**config.mk**
```make
export PLATFORM = sky130hd
export DESIGN_NAME = cmp_pwm_timer
export DESIGN_NICKNAME = d
export VERILOG_FILES = /design/src/rtl/cpt_pkg.sv /design/src/rtl/cpt_addr_dec.sv /design/src/rtl/cpt_prescaler.sv /design/src/rtl/cpt_channel.sv /design/src/rtl/cmp_pwm_timer.sv
export SDC_FILE = /design/constraint.sdc
export NUM_CORES = 1
export LEC_CHECK = 0
export ABC_AREA = 1
export ABC_CLOCK_PERIOD_IN_PS = 3000
export CORE_MARGIN = 4
export CORE_UTILIZATION = 45
export DETAILED_ROUTE_END_ITERATION = 8
export MAX_ROUTING_LAYER = met4
export PLACE_DENSITY_LB_ADDON = 0.12
export SETUP_SLACK_MARGIN = 0.1
export SYNTH_ARGS = -nofsm -noshare
export SYNTH_HDL_FRONTEND = slang
export SYNTH_SLANG_ARGS = --single-unit
```
**constraint.sdc**
```tcl
create_clock -name clk -period 3 [get_ports clk]
set_input_delay 0.3 -clock clk [delete_from_list [all_inputs] [get_ports clk]]
set_output_delay 0.3 -clock clk [all_outputs]
set_load 0.03 [all_outputs]
```
**src/rtl/cpt_pkg.sv**
```systemverilog
package cpt_pkg;

    localparam int NCMP = 4;

    typedef enum logic {
        CH_HALT  = 1'b0,
        CH_COUNT = 1'b1
    } ch_state_e;

    typedef enum logic [1:0] {
        ACT_HOLD = 2'd0,
        ACT_CLR  = 2'd1,
        ACT_SET  = 2'd2,
        ACT_FLIP = 2'd3
    } pin_act_e;

    typedef enum logic [3:0] {
        RS_CTRL = 4'd0,
        RS_MODE = 4'd1,
        RS_PIN  = 4'd2,
        RS_IEN  = 4'd3,
        RS_STAT = 4'd4,
        RS_CNT  = 4'd5,
        RS_CA   = 4'd6,
        RS_CB   = 4'd7,
        RS_CC   = 4'd8,
        RS_CD   = 4'd9,
        RS_NONE = 4'd15
    } reg_sel_e;

    // returns {enable, compare index}
    function automatic logic [2:0] clr_decode(input logic [2:0] code);
        case (code)
            3'd1:    clr_decode = 3'b1_00;
            3'd2:    clr_decode = 3'b1_01;
            3'd5:    clr_decode = 3'b1_10;
            3'd6:    clr_decode = 3'b1_11;
            default: clr_decode = 3'b0_00;
        endcase
    endfunction

endpackage

```
**src/rtl/cpt_addr_dec.sv**
```systemverilog
module cpt_addr_dec
    import cpt_pkg::*;
#(
    parameter int NCH    = 4,
    parameter int ADDR_W = 9
) (
    input  logic [ADDR_W-1:0] addr,
    output logic              hit_start,
    output logic [NCH-1:0]    ch_hit,
    output reg_sel_e          reg_sel
);
    localparam int BASE = 16;
    localparam int SH   = 6;
    localparam int IW   = ADDR_W - SH;

    logic [ADDR_W-1:0] rel;
    logic [IW-1:0]     ch_idx;
    logic              in_win;

    always_comb begin
        rel       = addr - ADDR_W'(BASE);
        ch_idx    = rel[ADDR_W-1:SH];
        in_win    = (addr >= ADDR_W'(BASE)) && (rel[1:0] == 2'b00) && (rel[5:2] <= 4'd9);
        hit_start = (addr == '0);
        reg_sel   = RS_NONE;
        ch_hit    = '0;
        for (int i = 0; i < NCH; i++) begin
            if (in_win && ch_idx == IW'(i)) begin
                ch_hit[i] = 1'b1;
            end
        end
        if (ch_hit != '0) begin
            reg_sel = reg_sel_e'(rel[5:2]);
        end
    end
endmodule

```
**src/rtl/cpt_prescaler.sv**
```systemverilog
module cpt_prescaler #(
    parameter int PSW = 2
) (
    input  logic           clk,
    input  logic           rst_n,
    input  logic           run,
    input  logic [PSW-1:0] code,
    output logic           tick
);
    localparam int DW = 2 * ((1 << PSW) - 1);

    logic [DW-1:0] div_q;
    logic [DW-1:0] lim_m1;

    // divide by 4^code; 4^max wraps to zero, minus one yields all ones
    assign lim_m1 = (DW'(1) << {code, 1'b0}) - DW'(1);
    assign tick   = run && (div_q == lim_m1);

    always_ff @(posedge clk or negedge rst_n) begin
        if (!rst_n) begin
            div_q <= '0;
        end else if (!run || tick) begin
            div_q <= '0;
        end else begin
            div_q <= div_q + 1'b1;
        end
    end


    tick_gap_chk: assert property (@(posedge clk) disable iff (!rst_n)
        (tick && code != '0) |=> !tick);
endmodule

```
**src/rtl/cpt_channel.sv**
```systemverilog
module cpt_channel
    import cpt_pkg::*;
#(
    parameter int W   = 16,
    parameter int PSW = 2
) (
    input  logic         clk,
    input  logic         rst_n,
    input  logic         run,
    input  logic         wr_en,
    input  reg_sel_e     reg_sel,
    input  logic [W-1:0] wdata,
    output logic [W-1:0] rdata,
    output logic         pin
);
    logic [W-1:0] ctrl_q, mode_q, pinc_q, ien_q, stat_q, cnt_q;
    logic [W-1:0] cmp_q [NCMP];

    ch_state_e      state_q, state_d;
    logic           count_en, tick;
    logic [NCMP-1:0] hit;
    logic           clr_en, clr_hit;
    logic [1:0]     clr_idx;
    logic           cnt_wr, pinc_wr, pwm_mode;
    logic           pin_q, pin_d;
    pin_act_e       act;

    assign cnt_wr   = wr_en && (reg_sel == RS_CNT);
    assign pinc_wr  = wr_en && (reg_sel == RS_PIN);
    assign pwm_mode = (mode_q[1:0] == 2'd2);
    assign act      = pin_act_e'(pinc_q[1:0]);

    // sequencer: HALTED <-> COUNTING
    always_ff @(posedge clk or negedge rst_n) begin
        if (!rst_n) state_q <= CH_HALT;
        else        state_q <= state_d;
    end

    always_comb begin
        state_d = state_q;
        unique case (state_q)
            CH_HALT:  if (run)  state_d = CH_COUNT;
            CH_COUNT: if (!run) state_d = CH_HALT;
        endcase
    end

    assign count_en = (state_q == CH_COUNT);

    cpt_prescaler #(.PSW(PSW)) u_div (
        .clk   (clk),
        .rst_n (rst_n),
        .run   (count_en),
        .code  (ctrl_q[PSW-1:0]),
        .tick  (tick)
    );

    for (genvar g = 0; g < NCMP; g++) begin : g_hit
        assign hit[g] = tick && (cnt_q == cmp_q[g]);
    end

    always_comb begin
        {clr_en, clr_idx} = clr_decode(ctrl_q[7:5]);
        clr_hit = clr_en && hit[clr_idx];
    end

    // register storage
    always_ff @(posedge clk or negedge rst_n) begin
        if (!rst_n) begin
            ctrl_q <= '0;
            mode_q <= '0;
            pinc_q <= '0;
            ien_q  <= '0;
            stat_q <= '0;
            for (int i = 0; i < NCMP; i++) cmp_q[i] <= '0;
        end else if (wr_en) begin
            case (reg_sel)
                RS_CTRL: ctrl_q   <= wdata;
                RS_MODE: mode_q   <= wdata;
                RS_PIN:  pinc_q   <= wdata;
                RS_IEN:  ien_q    <= wdata;
                RS_STAT: stat_q   <= wdata;
                RS_CA:   cmp_q[0] <= wdata;
                RS_CB:   cmp_q[1] <= wdata;
                RS_CC:   cmp_q[2] <= wdata;
                RS_CD:   cmp_q[3] <= wdata;
                default: ;
            endcase
        end
    end

    // counter
    always_ff @(posedge clk or negedge rst_n) begin
        if (!rst_n) begin
            cnt_q <= '0;
        end else if (cnt_wr) begin
            cnt_q <= wdata;
        end else if (tick) begin
            cnt_q <= clr_hit ? '0 : cnt_q + 1'b1;
        end
    end

    // pin action
    always_comb begin
        pin_d = pin_q;
        if (pinc_wr) begin
            pin_d = wdata[2];
        end else if (pwm_mode && clr_hit) begin
            pin_d = pinc_q[2];
        end else if (hit[0]) begin
            unique case (act)
                ACT_HOLD: pin_d = pin_q;
                ACT_CLR:  pin_d = 1'b0;
                ACT_SET:  pin_d = 1'b1;
                ACT_FLIP: pin_d = ~pin_q;
            endcase
        end
    end

    always_ff @(posedge clk or negedge rst_n) begin
        if (!rst_n) pin_q <= 1'b0;
        else        pin_q <= pin_d;
    end

    assign pin = pin_q;

    always_comb begin
        case (reg_sel)
            RS_CTRL: rdata = ctrl_q;
            RS_MODE: rdata = mode_q;
            RS_PIN:  rdata = pinc_q;
            RS_IEN:  rdata = ien_q;
            RS_STAT: rdata = stat_q;
            RS_CNT:  rdata = cnt_q;
            RS_CA:   rdata = cmp_q[0];
            RS_CB:   rdata = cmp_q[1];
            RS_CC:   rdata = cmp_q[2];
            RS_CD:   rdata = cmp_q[3];
            default: rdata = '0;
        endcase
    end


    halt_hold_chk: assert property (@(posedge clk) disable iff (!rst_n)
        (state_q == CH_HALT && !cnt_wr) |=> $stable(cnt_q));


    clr_zero_chk: assert property (@(posedge clk) disable iff (!rst_n)
        (clr_hit && !cnt_wr) |=> (cnt_q == '0));


    park_chk: assert property (@(posedge clk) disable iff (!rst_n)
        pinc_wr |=> (pin == $past(wdata[2])));


    pwm_return_chk: assert property (@(posedge clk) disable iff (!rst_n)
        (pwm_mode && clr_hit && !pinc_wr) |=> (pin == pinc_q[2]));
endmodule

```
**src/rtl/cmp_pwm_timer.sv**
```systemverilog
module cmp_pwm_timer
    import cpt_pkg::*;
#(
    parameter int NCH    = 4,
    parameter int W      = 16,
    parameter int PSW    = 2,
    parameter int ADDR_W = 9
) (
    input  logic              clk,
    input  logic              rst_n,
    input  logic              bus_wr,
    input  logic [ADDR_W-1:0] bus_addr,
    input  logic [W-1:0]      bus_wdata,
    output logic [W-1:0]      bus_rdata,
    output logic [NCH-1:0]    pwm_out
);
    logic           hit_start;
    logic [NCH-1:0] ch_hit;
    reg_sel_e       reg_sel;
    logic [NCH-1:0] start_q;
    logic [W-1:0]   ch_rdata [NCH];

    cpt_addr_dec #(.NCH(NCH), .ADDR_W(ADDR_W)) u_dec (
        .addr      (bus_addr),
        .hit_start (hit_start),
        .ch_hit    (ch_hit),
        .reg_sel   (reg_sel)
    );

    always_ff @(posedge clk or negedge rst_n) begin
        if (!rst_n)                  start_q <= '0;
        else if (bus_wr && hit_start) start_q <= bus_wdata[NCH-1:0];
    end

    for (genvar g = 0; g < NCH; g++) begin : g_ch
        cpt_channel #(.W(W), .PSW(PSW)) u_ch (
            .clk     (clk),
            .rst_n   (rst_n),
            .run     (start_q[g]),
            .wr_en   (bus_wr && ch_hit[g]),
            .reg_sel (reg_sel),
            .wdata   (bus_wdata),
            .rdata   (ch_rdata[g]),
            .pin     (pwm_out[g])
        );
    end

    always_comb begin
        bus_rdata = '0;
        if (hit_start) bus_rdata = W'(start_q);
        for (int i = 0; i < NCH; i++) begin
            if (ch_hit[i]) bus_rdata = ch_rdata[i];
        end
    end


    dec_excl_chk: assert property (@(posedge clk) disable iff (!rst_n)
        !(hit_start && (ch_hit != '0)));
endmodule

```
==> flow_summary.json <==
{
  "status": "finished, violations left",
  "violations": "negative setup slack",
  "clk_path_buf_depth": 3,
  "portBuffers": 47,
  "cp_slowest_stage_delay_ns": 0.29,
  "setup_viol": 16,
  "seq_area_frac_synth": 0.482,
  "grt_max_degree": 78,
  "critPathMaxFanout": 10,
  "fin_util": 0.562,
  "syn_inst": 4586,
  "area_growth_pct": 24.0,
  "tightest_slew_ns": 0.885,
  "synth_area_leaders": "dfrtp_1 (48%), nand2_1 (17%), o21ai_0 (8.4%), xnor2_1 (3.4%), nor2_1 (3.1%)",
  "required_ns": 2.70,
  "crit_chain": "clkdlybuf4s15_1 -> buf_4 -> nand2_2 -> nand3_2 -> a21oi_4 -> o21ai_2 -> nand2_4 -> o21ai_2 -> nand2_4 -> buf_12 -> o21ai_1 -> nor2_1 -> nand3b_1 -> nand2_1 -> nand4_1 -> buf_4 -> buf_12",
  "gr-total-overflow": 0,
  "synth_commonest_cells": "nand2_1 (1,593), dfrtp_1 (676), o21ai_0 (592), nor2_1 (290), inv_1 (237)",
  "ant_nets": 0,
  "clk_latency_ns": 0.64,
  "synth-simple-area-share": 0.259,
  "synth_compound_gate_area_share": 0.130,
  "synth_ff_type": "dfrtp_1",
  "p_int_uw": 15800,
  "muxShareOfSynthArea": 0,
  "synth_enable_flop_cells": 0,
  "synth_most_common_cell": "nand2_1",
  "end_kind": "primary output",
  "die_h_um": 287,
  "period_share": 1.10,
  "final.setup.worst_slack_ns": -0.311,
  "critPathTopFamily": "simple AND/OR/NAND/NOR gates",
  "fin_nets": 4814,
  "synth_top_family_by_area": "simple AND/OR/NAND/NOR gates",
  "max_freq_ghz": 0.302,
  "drv_cap": 0,
  "crit_buf_inv": 5,
  "drive_gt1_frac": 0.150,
  "vias_per_cell": 5.48,
  "grt_pass1_wl_mm": 195,
  "cts_made_buffers": 77,
  "switchingPower_uw": 5620,
  "drt_iter0_drc": 3252,
  "htree_levels": 3,
  "fin_crit_ns": 3.31,
  "power_switching_share": 0.262,
  "critical_path_arrival_ns": 3.01,
  "crit_path_top_delay_cell": "nand3b_1",
  "drc": 0,
  "vias": 32200,
  "comb_power_share": 0.095,
  "place_hpwl_mm": 89.7,
  "fin_area_mm2": 0.0435,
  "synthDistinctLibCells": 43,
  "hold_class": "input pin to async pin",
  "synth_fa_ha_area_frac": 0.00570,
  "final_cells": 5871,
  "drv_slew": 0,
  "slew_headroom": 0.410,
  "dp.cells": 5673,
  "synth_fp_nets": 4630,
  "dpl_cell_area_mm2": 0.0392,
  "ioPinCount": 48,
  "clk_root_buffer_cell": "clkbuf_16",
  "ys_seq_elements": 676,
  "synthesis.area_mm2": 0.0351,
  "clk_pin_slew_ns": 0.06,
  "yosysTopAreaCellShare": 0.482,
  "async_flop_share": 1.00,
  "avgSynthCellArea_um2": 7.66,
  "synth_xor_area_frac": 0.0576,
  "clockPowerShare": 0.458,
  "cts.sinks": 676,
  "antenna_found_initial": 4,
  "wl_mm": 129,
  "total_leakage_power_uw": 0.0199,
  "yosysTopAreaCell": "dfrtp_1",
  "place_ws_ns": -1.03,
  "cts_tree": "built",
  "firstDrtPassIters": 8,
  "rows": 102,
  "rsz0062_at_grt": "true",
  "start_util": 0.453,
  "core-area_mm2": 0.0775,
  "place_congestion": 0.954,
  "power.density_mw_per_mm2": 493,
  "p_seq_frac": 0.447,
  "design.die.area_mm2": 0.0826,
  "fin_skew_ns": 0.0306,
  "yosys_warnings": 0,
  "finalHoldViolCount": 0,
  "fp.dieW_um": 287,
  "peakVddDrop_uv": 463,
  "cp-start-kind": "input pin",
  "grt_pass1_vias": 31000,
  "worstSetupPathType": "input pin to primary output",
  "wl_per_cell_um": 22.0,
  "grtUsageTotal": 0.321
}
-- layout by cell type (no fill, tap or decap), types with 22 or more instances in the layout --
master / n
a21oi_1: 39
buf_12: 118
buf_4: 222
buf_6: 37
clkbuf_16: 82
dfrtp_1: 676
inv_1: 227
nand2_1: 1540
nand2_2: 56
nand3_1: 99
nand3b_1: 22
nand4_1: 82
nor2_1: 264
nor3_1: 54
o21ai_0: 570
o21ai_1: 138
o221ai_1: 31
xnor2_1: 136
xor2_1: 95
-- logic make-up (layout without fill, tap and decap cells) --
logic type | Yosys count | in the layout
buf+inv | 569 | 811
xor+xnor | 231 | 231
fa+ha+maj | 16 | 16
other cells | 0 | 3
compound gates | 862 | 862
simple gates | 2232 | 2232
flops | 676 | 676
-- cell type report --
cell class | count | area (um^2)
Inverter | 253 | 975
Tap cell | 1040 | 1300
Clock buffer | 106 | 2240
Sequential cell | 676 | 16900
Timing Repair Buffer | 421 | 5040
Multi-Input combinational cell | 3341 | 16700
Clock inverter | 31 | 378
Antenna cell | 3 | 7.51
Fill cell | 7164 | 33900
-- flip-flops by register name (all words and copies together) (netlist names) --
name                   cells
g_ch.u_ch.count_en         4
g_ch.u_ch.mode_q          64
g_ch.u_ch.stat_q          64
start_q                    4
g_ch.u_ch.pinc_q          64
g_ch.u_ch.pin              4
g_ch.u_ch.u_div.div_q     24
g_ch.u_ch.ctrl_q          64
g_ch.u_ch.ien_q           64
g_ch.u_ch.cnt_q           64
g_ch.u_ch.cmp_q          256
-- power groups by stage --
stage	registers, uW	logic (uW)	clock network, uW
4_1_cts	9580	1990	9970
5_1_grt	9600	2180	10400
6_report	9590	2030	9840
2_1_floorplan	9490	1240	0
3_5_place_dp	9750	1920	0
3_3_place_gp	9750	1920	0
-- routing by layer --
metal | vias to the layer above | routed length (um) | track usage
met3 | 316 | 9720 | 0.0609
met5 | - | 0 | -
met4 | 0 | 6050 | 0.127
met1 | 15400 | 55200 | 0.423
li1 | 15200 | - | -
met2 | 1310 | 57900 | 0.491
-- through the flow --
stage / power [uW] / TNS (ns) / hold WS, ns
global placement: 11700 / -104.89 / 0.398
floorplan: 10700 / 0 / 0.00441
finish: 21500 / -3.81 / 0.306
global route: 22200 / -6.17 / 0.351
CTS: 21500 / -2.68 / 0.343
detailed placement: 11700 / -130.49 / 0.393
-- path summary, 6_finish.rpt --
| path | startpoint | to | slack [ns] | cells past startpoint |
|---|---|---|---|---|
| setup / recovery | bus_addr[3] | bus_rdata[3] | -0.31 | 17 |
| hold / removal | rst_n | g_ch[0].u_ch.cnt_q[13]$_DFFE_PN0P_ | 0.31 | 2 |
| setup reg to reg | g_ch[0].u_ch.cnt_q[4]$_DFFE_PN0P_ | g_ch[0].u_ch.cnt_q[15]$_DFFE_PN0P_ | 0.25 | 12 |
| hold reg to reg | start_q[0]$_DFFE_PN0P_ | g_ch[0].u_ch.count_en$_DFF_PN0_ | 0.40 | 0 |
| max in group asynchronous | rst_n | g_ch[2].u_ch.cnt_q[2]$_DFFE_PN0P_ | 1.72 | 3 |
| min in group clk | bus_wdata[13] | g_ch[0].u_ch.cnt_q[13]$_DFFE_PN0P_ | 0.37 | 3 |
-- repair_timing --
action / 4_1_cts / 5_1_grt
setup buffers: 39 / 13
gates resized for setup: 230 / 94
setup endpoints to repair: 29 / 41
cloned: 6 / 3
endpoints found under the hold margin: 56 / 0
pin swaps: 86 / 89
hold buffers: 1 / 0
Note: power is estimated with default switching activity, not from simulation.
